<file path="src/rtl/bfx_pkg.sv">
package bfx_pkg;

    localparam int DATA_W = 32;
    localparam int SEL_W  = 8;
    localparam int CNT_W  = $clog2(DATA_W) + 1;

    typedef logic [DATA_W-1:0] word_t;
    typedef logic [SEL_W-1:0]  sel_t;
    typedef logic [CNT_W-1:0]  cnt_t;

    typedef struct packed {
        sel_t len;
        sel_t pos;
    } fsel_t;

    typedef struct packed {
        logic z;
        logic n;
        logic c;
        logic v;
    } flags_t;

    typedef struct packed {
        word_t  src;
        fsel_t  sel;
        logic   sgn;
        logic   upd;
    } op_t;

    function automatic fsel_t split_ctl(word_t ctl);
        fsel_t s;
        s.pos = ctl[SEL_W-1:0];
        s.len = ctl[2*SEL_W-1:SEL_W];
        return s;
    endfunction

endpackage

</file>
<file path="src/rtl/bfx_span.sv">
module bfx_span
    import bfx_pkg::*;
#(
    parameter int W     = DATA_W,
    parameter int SW    = SEL_W,
    parameter int CW    = CNT_W
) (
    input  logic [SW-1:0] pos,
    input  logic [SW-1:0] len,
    output logic [CW-1:0] eff
);
    localparam logic [SW:0] LIM = W[SW:0];

    logic [SW:0] pos_x, len_x, room, cnt_x;

    always_comb begin
        pos_x = {1'b0, pos};
        len_x = {1'b0, len};
        room  = '0;
        cnt_x = '0;
        if (pos_x < LIM) begin
            room  = LIM - pos_x;
            cnt_x = (len_x > room) ? room : len_x;
        end
        eff = cnt_x[CW-1:0];
    end
endmodule

</file>
<file path="src/rtl/bfx_extract.sv">
module bfx_extract
    import bfx_pkg::*;
#(
    parameter int W  = DATA_W,
    parameter int SW = SEL_W,
    parameter int CW = CNT_W
) (
    input  logic [W-1:0]  src,
    input  logic [SW-1:0] pos,
    input  logic [CW-1:0] eff,
    input  logic          sgn,
    output logic [W-1:0]  res
);
    logic [W-1:0] shifted, mask, top_bit;
    logic         msb;

    assign shifted = src >> pos;

    for (genvar i = 0; i < W; i++) begin : g_mask
        localparam logic [CW-1:0] IDX = CW'(i);
        assign mask[i] = (IDX < eff);
    end

    assign top_bit = mask & ~(mask >> 1);
    assign msb     = |(shifted & top_bit);
    assign res     = (shifted & mask) | ((sgn && msb) ? ~mask : '0);
endmodule

</file>
<file path="src/rtl/bfx_flags.sv">
module bfx_flags
    import bfx_pkg::*;
#(
    parameter int W = DATA_W
) (
    input  logic [W-1:0] res,
    input  logic         upd,
    input  flags_t       prev,
    output flags_t       next
);
    always_comb begin
        next = prev;
        if (upd) begin
            next.z = (res == '0);
            next.n = res[W-1];
            next.c = 1'b0;
            next.v = 1'b0;
        end
    end
endmodule

</file>
<file path="src/rtl/bfx_unit.sv">
module bfx_unit
    import bfx_pkg::*;
(
    input  logic        clk,
    input  logic        rst,
    input  logic        in_valid,
    output logic        in_ready,
    input  logic [31:0] in_src,
    input  logic [31:0] in_ctl,
    input  logic        in_signed,
    input  logic        in_upd_flags,
    output logic        out_valid,
    input  logic        out_ready,
    output logic [31:0] out_result,
    output logic        flag_z,
    output logic        flag_n,
    output logic        flag_c,
    output logic        flag_v
);
    op_t    op;
    cnt_t   eff;
    word_t  res_d, res_q;
    flags_t fl_q, fl_d;
    logic   vld_q, acc;

    always_comb begin
        op.src = in_src;
        op.sel = split_ctl(in_ctl);
        op.sgn = in_signed;
        op.upd = in_upd_flags;
    end

    assign in_ready = !vld_q || out_ready;
    assign acc      = in_valid && in_ready;

    bfx_span u_span (
        .pos (op.sel.pos),
        .len (op.sel.len),
        .eff (eff)
    );

    bfx_extract u_ext (
        .src (op.src),
        .pos (op.sel.pos),
        .eff (eff),
        .sgn (op.sgn),
        .res (res_d)
    );

    bfx_flags u_flg (
        .res  (res_d),
        .upd  (op.upd),
        .prev (fl_q),
        .next (fl_d)
    );

    always_ff @(posedge clk) begin
        if (rst) begin
            vld_q <= 1'b0;
            res_q <= '0;
            fl_q  <= '0;
        end else begin
            vld_q <= acc || (vld_q && !out_ready);
            if (acc) begin
                res_q <= res_d;
                fl_q  <= fl_d;
            end
        end
    end

    assign out_valid  = vld_q;
    assign out_result = res_q;
    assign flag_z     = fl_q.z;
    assign flag_n     = fl_q.n;
    assign flag_c     = fl_q.c;
    assign flag_v     = fl_q.v;

    p_len_zero_r2: assert property (@(posedge clk) disable iff (rst)
        (acc && in_ctl[15:8] == 8'd0) |=> (out_result == 32'd0));

    p_zero_flag_r6: assert property (@(posedge clk) disable iff (rst)
        (acc && in_upd_flags) |=> (flag_z == (out_result == 32'd0)));

    p_sign_flag_r7: assert property (@(posedge clk) disable iff (rst)
        (acc && in_upd_flags) |=> (flag_n == out_result[31]));

    p_cv_clear_r8: assert property (@(posedge clk) disable iff (rst)
        (acc && in_upd_flags) |=> (!flag_c && !flag_v));

    p_flag_hold_r9: assert property (@(posedge clk) disable iff (rst)
        !(acc && in_upd_flags) |=> ($stable(flag_z) && $stable(flag_n) &&
                                    $stable(flag_c) && $stable(flag_v)));

    p_latency_r10: assert property (@(posedge clk) disable iff (rst)
        (in_valid && in_ready) |=> out_valid);

    p_stall_hold_r10: assert property (@(posedge clk) disable iff (rst)
        (out_valid && !out_ready) |=> (out_valid && $stable(out_result)));
endmodule

</file>
<file path="config.mk">
export PLATFORM = sky130hd
export DESIGN_NAME = bfx_unit
export DESIGN_NICKNAME = d
export VERILOG_FILES = /design/src/rtl/bfx_pkg.sv /design/src/rtl/bfx_span.sv /design/src/rtl/bfx_extract.sv /design/src/rtl/bfx_flags.sv /design/src/rtl/bfx_unit.sv
export SDC_FILE = /design/constraint.sdc
export NUM_CORES = 1
export LEC_CHECK = 0
export BUFFER_PORTS_ARGS = -buffer_cell sky130_fd_sc_hd__buf_2
export CAP_MARGIN = 40
export CORE_AREA = 3 3 79 138
export DETAILED_ROUTE_END_ITERATION = 7
export DIE_AREA = 0 0 82 141
export PLACE_DENSITY_LB_ADDON = 0.25
export SLEW_MARGIN = 15
export SYNTH_ARGS = -nofsm -noshare
export SYNTH_HDL_FRONTEND = slang
export SYNTH_SLANG_ARGS = --single-unit
</file>
<file path="constraint.sdc">
create_clock -name clk -period 12.3 [get_ports clk]
set_input_delay 0.615 -clock clk [delete_from_list [all_inputs] [get_ports clk]]
set_output_delay 0.615 -clock clk [all_outputs]
set_load 0.1 [all_outputs]
</file>
# Word level (Yosys, flattened, before mapping)
# Index checks and enable logic that the tools add are counted.
[word_totals]
regBits = 35
output_inout_bits = 38
word_cells = 59
[op_classes]
addsub = 1
n_lt_le_gt_ge = 34
shift = 1
mux = 3
bitwise = 6
reduce_logical = 10
[ops]
columns = ["operator", "n"]
rows = [
  ["32-bit bitwise AND", 3],
  ["5-bit by 6-bit less-than comparator with 1-bit output, first input constant", 16],
  ["4-bit by 6-bit less-than comparator with 1-bit output, first input constant", 8],
  ["32-bit logical NOT", 1],
  ["32-bit 2-to-1 mux", 1],
  ["31-bit inverter with 32-bit output", 1],
  ["32-bit inverter", 1],
  ["32-bit OR", 1],
  ["32-bit OR reduction", 1],
  ["32-bit by 8-bit right shift with 32-bit output", 1],
  ["3-bit by 6-bit less-than comparator with 1-bit output, first input constant", 4],
  ["1-bit by 6-bit less-than comparator with 1-bit output, first input constant", 2],
  ["2-bit by 6-bit less-than comparator with 1-bit output, first input constant", 2],
  ["6-bit 2-to-1 mux", 2],
  ["8-bit by 9-bit greater-than comparator with 1-bit output", 1],
  ["6-bit by 8-bit subtractor with 9-bit output, first input constant", 1],
  ["8-bit by 6-bit less-than comparator with 1-bit output, second input constant", 1],
  ["1-bit logical AND", 3],
  ["1-bit logical NOT", 2],
  ["1-bit logical OR", 2],
  ["2-bit AND reduction", 1],
]

# Depth between registers and ports, before layout
[logic_depth]
ltp_word = 13
ltp_mapped = 23
ltp_nobuf = 17

# Hierarchy
# From an unflattened synthesis, not the netlist that was laid out.
[hier_totals]
hier_cells = 753
area_unflattened_um2 = 5856.9
[modules_own_cells]
columns = ["mod", "instances", "cells_per_inst", "area_per_inst_um2", "seq_area_each_um2"]
rows = [
  ["bfx_extract", 1, 510, 3574.7, 0.0],
  ["bfx_unit", 1, 168, 1690.4, 740.7],
  ["bfx_span", 1, 59, 473.0, 0.0],
  ["bfx_flags", 1, 16, 118.9, 0.0],
]

# Least setup slack after synthesis
# Ideal clock, no wire load.
[synth_path]
kind = "input-to-reg"
start = "input in_ctl[0]"
end = "register res_q[28], in the netlist out_result[28]"
setup_time_ns = 0.132
arrival_ns = 4.976
required_ns = 12.168
setup_slack_ns = 7.191
stages = 23
cell_sequence = "buf_4 > buf_2 > buf_2 > inv_1 > ha_1 > nor3b_1 > xnor2_1 > inv_1 > ha_1 > nand2_1 > or3_1 > o211ai_4 > buf_2 > buf_1 > mux2i_1 > o22ai_1 > nor2_1 > o32ai_1 > a221oi_1 > a41oi_2 > buf_4 > a41oi_1 > a21oi_1"
[synth_via]
elab_chain_len = 12
word_cells_on_any_way = 47
[synth_rtl]
columns = ["item", "line_no", "source"]
rows = [
  ["from (decl)", "bfx_unit.sv:9", "input logic [31:0] in_ctl,"],
  ["6-bit by 8-bit subtractor with 9-bit output", "bfx_span.sv:22", "room = LIM - pos_x;"],
  ["8-bit by 9-bit greater-than comparator with 1-bit output", "bfx_span.sv:23", "cnt_x = (len_x > room) ? room : len_x;"],
  ["6-bit 2-to-1 mux", "bfx_span.sv:23", ""],
  ["6-bit 2-to-1 mux", "bfx_span.sv:21", "if (pos_x < LIM) begin"],
  ["1-bit by 6-bit less-than comparator with 1-bit output (tied with other cells)", "bfx_extract.sv:21", "assign mask[i] = (IDX < eff);"],
  ["31-bit inverter with 32-bit output", "bfx_extract.sv:24", "assign top_bit = mask & ~(mask >> 1);"],
  ["32-bit bitwise AND", "bfx_extract.sv:24", ""],
  ["32-bit bitwise AND", "bfx_extract.sv:25", "assign msb = |(shifted & top_bit);"],
  ["32-bit OR reduction", "bfx_extract.sv:25", ""],
  ["1-bit logical AND", "bfx_extract.sv:26", "assign res = (shifted & mask) | ((sgn && msb) ? ~mask : '0);"],
  ["32-bit 2-to-1 mux", "bfx_extract.sv:26", ""],
  ["32-bit OR (*)", "bfx_extract.sv:26", ""],
  ["to (signal assigned)", "bfx_unit.sv:65", "res_q <= res_d;"],
  ["to (decl)", "bfx_unit.sv:22", "word_t res_d, res_q;"],
]
# Mark *: on every way between the ends. The rest lies on a longest branch, timed or not.
# A chain may end at the register's enable or synchronous reset.

# Final worst setup path
[layout_path]
start = "input in_ctl[1]"
end = "register fl_q, in the netlist flag_n"
[layout_via]
elab_chain_len = 12
word_cells_on_any_way = 47
[layout_rtl]
columns = ["item", "line_no", "source"]
rows = [
  ["6-bit by 8-bit subtractor with 9-bit output", "bfx_span.sv:22", ""],
  ["8-bit by 9-bit greater-than comparator with 1-bit output", "bfx_span.sv:23", ""],
  ["6-bit 2-to-1 mux", "bfx_span.sv:23", ""],
  ["6-bit 2-to-1 mux", "bfx_span.sv:21", ""],
  ["1-bit by 6-bit less-than comparator with 1-bit output (tied with other cells)", "bfx_extract.sv:21", ""],
  ["31-bit inverter with 32-bit output", "bfx_extract.sv:24", ""],
  ["32-bit bitwise AND", "bfx_extract.sv:24", ""],
  ["32-bit bitwise AND", "bfx_extract.sv:25", ""],
  ["32-bit OR reduction", "bfx_extract.sv:25", ""],
  ["1-bit logical AND", "bfx_extract.sv:26", ""],
  ["32-bit 2-to-1 mux", "bfx_extract.sv:26", ""],
  ["32-bit OR (*)", "bfx_extract.sv:26", ""],
  ["to (signal assigned)", "bfx_unit.sv:66", "fl_q <= fl_d;"],
  ["to (decl)", "bfx_unit.sv:23", "flags_t fl_q, fl_d;"],
]
# Marked as above.

==> summary.txt <==
Outcome: finished, final reports clean
Hold_ws: 459 ps
RSZ-0062 raised after global routing: false
Slew Viols, Final: 0
Worst setup EP type: register
Vias per inst: 7.32
Clock Path Buffers: 2
TritonCTS clock tree: built
Post-Layout Cell Count: 937
Final period utilization: 58.2%
GP Congestion: 1.08
Fmax achieved: 140 MHz
FILL cells: 929
Pwr Density: 85.4 nW/um^2
CP max FO: 50
1st-iter DRT viols: 813
Tmin final: 7160 ps
CTS Hold Bufs: 0
Final Hold Viols: 0
Crit Path Class: input port to register
Req. time, crit path: 12450 ps
Layout net count: 890
Root buffer cell: clkbuf_16
Max cap viols: 0
Worst EP arrival: 7300 ps
First-pass GRT wire length: 35800 um
DR WL/cell: 25.0 um
Clock sinks: 35
Largest area contributor in the netlist: dfxtp_1
Final-report setup violation count: 0
Clock Skews: 5.63 ps
Count leader, synth: a21oi_1
DIE AREA: 11600 um^2
Setup TNS: 0 ps
Pre-antenna DRT Iters: 8
Core area: 9850 um^2
CP startpoint kind: input port
Yosys cell types: 78
Layout cells sized above 1: 21.3%
Count of antenna-violating nets left after detailed routing: 0
Hold Path Class: register to register
Die height: 141 um
Total number of vias: 6856
Post-CTS Setup Inserts: 0
Placed cell count: 928
Reg clk slew, reported paths: 60 ps
Starting Density: 54.8%
TritonCTS Buffers: 5
Post-synth EDFFs: 0
Ant diodes: 0
Initial antenna violation count: 0
Num ports: 108
# resized after CTS: 0
Share of the synthesized area in the top cell type: 13.0%
Flops & latches, synth: 35
Leak pwr: 2.34 nW
Clock H-tree levels: 2
Cells after Synth: 764
Die width: 82 um
Synth Area per Inst: 7.07 um^2
Vias in the first global route: 6539
Area grow syn2layout: 11.1%
Slew @ Worst Pin: 966 ps
Seq/Total Area, Yosys: 13.0%
Final wirelength: 23400 um
Ys async rst share: 0%
Yosys warnings: 0
Largest cells by area after synthesis: dfxtp_1, mux4_2, a21oi_1, o21ai_0, nand2_1
Gr ovfl total: 0
Total track usage: 40.7%
Clk_lat worst skew: 290 ps
Max IR drop VDD: 0.000101 V
Post-synth top flop: dfxtp_1
Synthesized area: 5400 um^2
Buffers on Ports: 89
Site Rows: 48
Largest net degree at the start of global routing: 64
DRC viols: 0
Slew headroom: 34.9%
Post-synth top cells: a21oi_1, nand2_1, nor2_1, o21ai_0, dfxtp_1
HPWL Detailed: 17900 um
==> routing by layer <==
layer	wire length [um]	vias to the layer above	GRT usage, %
met5	0	-	0
li1	-	3003	-
met2	11400	544	67.0
met1	7720	3137	43.3
met3	2160	172	9.72
met4	2120	0	31.1
==> where the power goes <==
| part | internal (mW) | switching (mW) | total (mW) | leakage [nW] |
|---|---|---|---|---|
| clock | 0.0967 | 0.0544 | 0.151 | 0.0844 |
| sequential | 0.121 | 0.00327 | 0.124 | 0.288 |
| combinational | 0.0651 | 0.173 | 0.238 | 1.96 |
| total | 0.282 | 0.230 | 0.513 | 2.34 |
==> layout make-up <==
class | count | area (um^2) | share of cell area, %
clock inverters | 3 | 47.5 | 0.792
flip-flops and latches | 35 | 701 | 11.7
clock buffers | 5 | 125 | 2.08
multi-input cells | 646 | 4340 | 72.3
repair buffers | 100 | 546 | 9.09
inverters | 23 | 86.3 | 1.44
well taps | 125 | 156 | 2.61
==> worst max-delay path, stage by stage <==
cell and delay, ps:
buf_2 640, inv_1 370, ha_1 400, nor3b_1 230
xnor2_1 440, inv_1 280, ha_1 370, nand2_1 70
or3_1 410, o211ai_4 100, buf_4 480, mux2i_1 690
nor2_1 300, o211ai_1 170, nand4_1 160, nor4_2 390
a41oi_2 380, buf_4 340, a21oi_2 270, a311oi_2 140
==> through the flow <==
step	area (um^2)	util [%]	power [mW]	setup WS, ps
6_report	6000	60.9	0.513	5140
5_1_grt	6000	60.9	0.530	4820
4_1_cts	5970	60.6	0.505	5410
3_5_place_dp	5790	58.8	0.354	5120
3_3_place_gp	5790	58.8	0.349	5280
2_1_floorplan	5410	-	0.298	7190
==> placed cells by master, fill, tap and decap left out, drive strengths merged, types with 4 or more instances in the layout <==
cell | synthesis | final
nor3 | 30 | 30
nand3 | 26 | 26
nand2 | 77 | 77
clkbuf | 33 | 6
and2 | 11 | 11
o22a | 5 | 5
a21oi | 91 | 91
a32o | 6 | 6
dfxtp | 35 | 35
a22o | 4 | 4
mux2i | 24 | 24
a221oi | 7 | 7
nand2b | 11 | 11
mux4 | 21 | 21
or3 | 8 | 8
a311oi | 5 | 5
inv | 22 | 23
a2bb2oi | 4 | 4
mux2 | 21 | 21
a31oi | 11 | 11
o221ai | 5 | 5
nand4 | 7 | 7
o31ai | 5 | 5
a21o | 5 | 5
or4 | 6 | 6
and3 | 8 | 8
o21ai | 61 | 61
o32ai | 5 | 5
a211oi | 6 | 6
o211ai | 6 | 6
nor2 | 74 | 74
nor4 | 19 | 19
ha | 9 | 9
a22oi | 4 | 4
o22ai | 11 | 11
nor2b | 7 | 7
xnor2 | 4 | 4
buf | 28 | 99
==> kinds of logic (layout without fill, tap and decap cells) <==
| family | Yosys count | in the layout | synth area share (%) |
|---|---|---|---|
| other cells | 1 | 2 | 0.0694 |
| buf+inv | 84 | 131 | 6.93 |
| simple gates | 295 | 295 | 26.7 |
| compound gates | 268 | 268 | 32.5 |
| xor+xnor | 6 | 6 | 1.11 |
| flops | 35 | 35 | 13.0 |
| fa+ha+maj | 9 | 9 | 2.08 |
| mux | 66 | 66 | 17.6 |
==> final timing paths <==
kind                            slack [ps]       endpoint          start  depth (start not counted)
worst min register to register         460  out_result[0]  out_result[0]                          2
worst min-delay path                   460  out_result[0]  out_result[0]                          2
worst max-delay path                  5140         flag_n      in_ctl[1]                         20
worst max register to register       10620         flag_z      out_valid                          6
==> flip-flops by register name, summed over array words and instances, names as in the netlist <==
signal / cells
flag_z: 1
flag_n: 1
out_result: 32
out_valid: 1
Note: power is estimated with default switching activity, not from simulation.
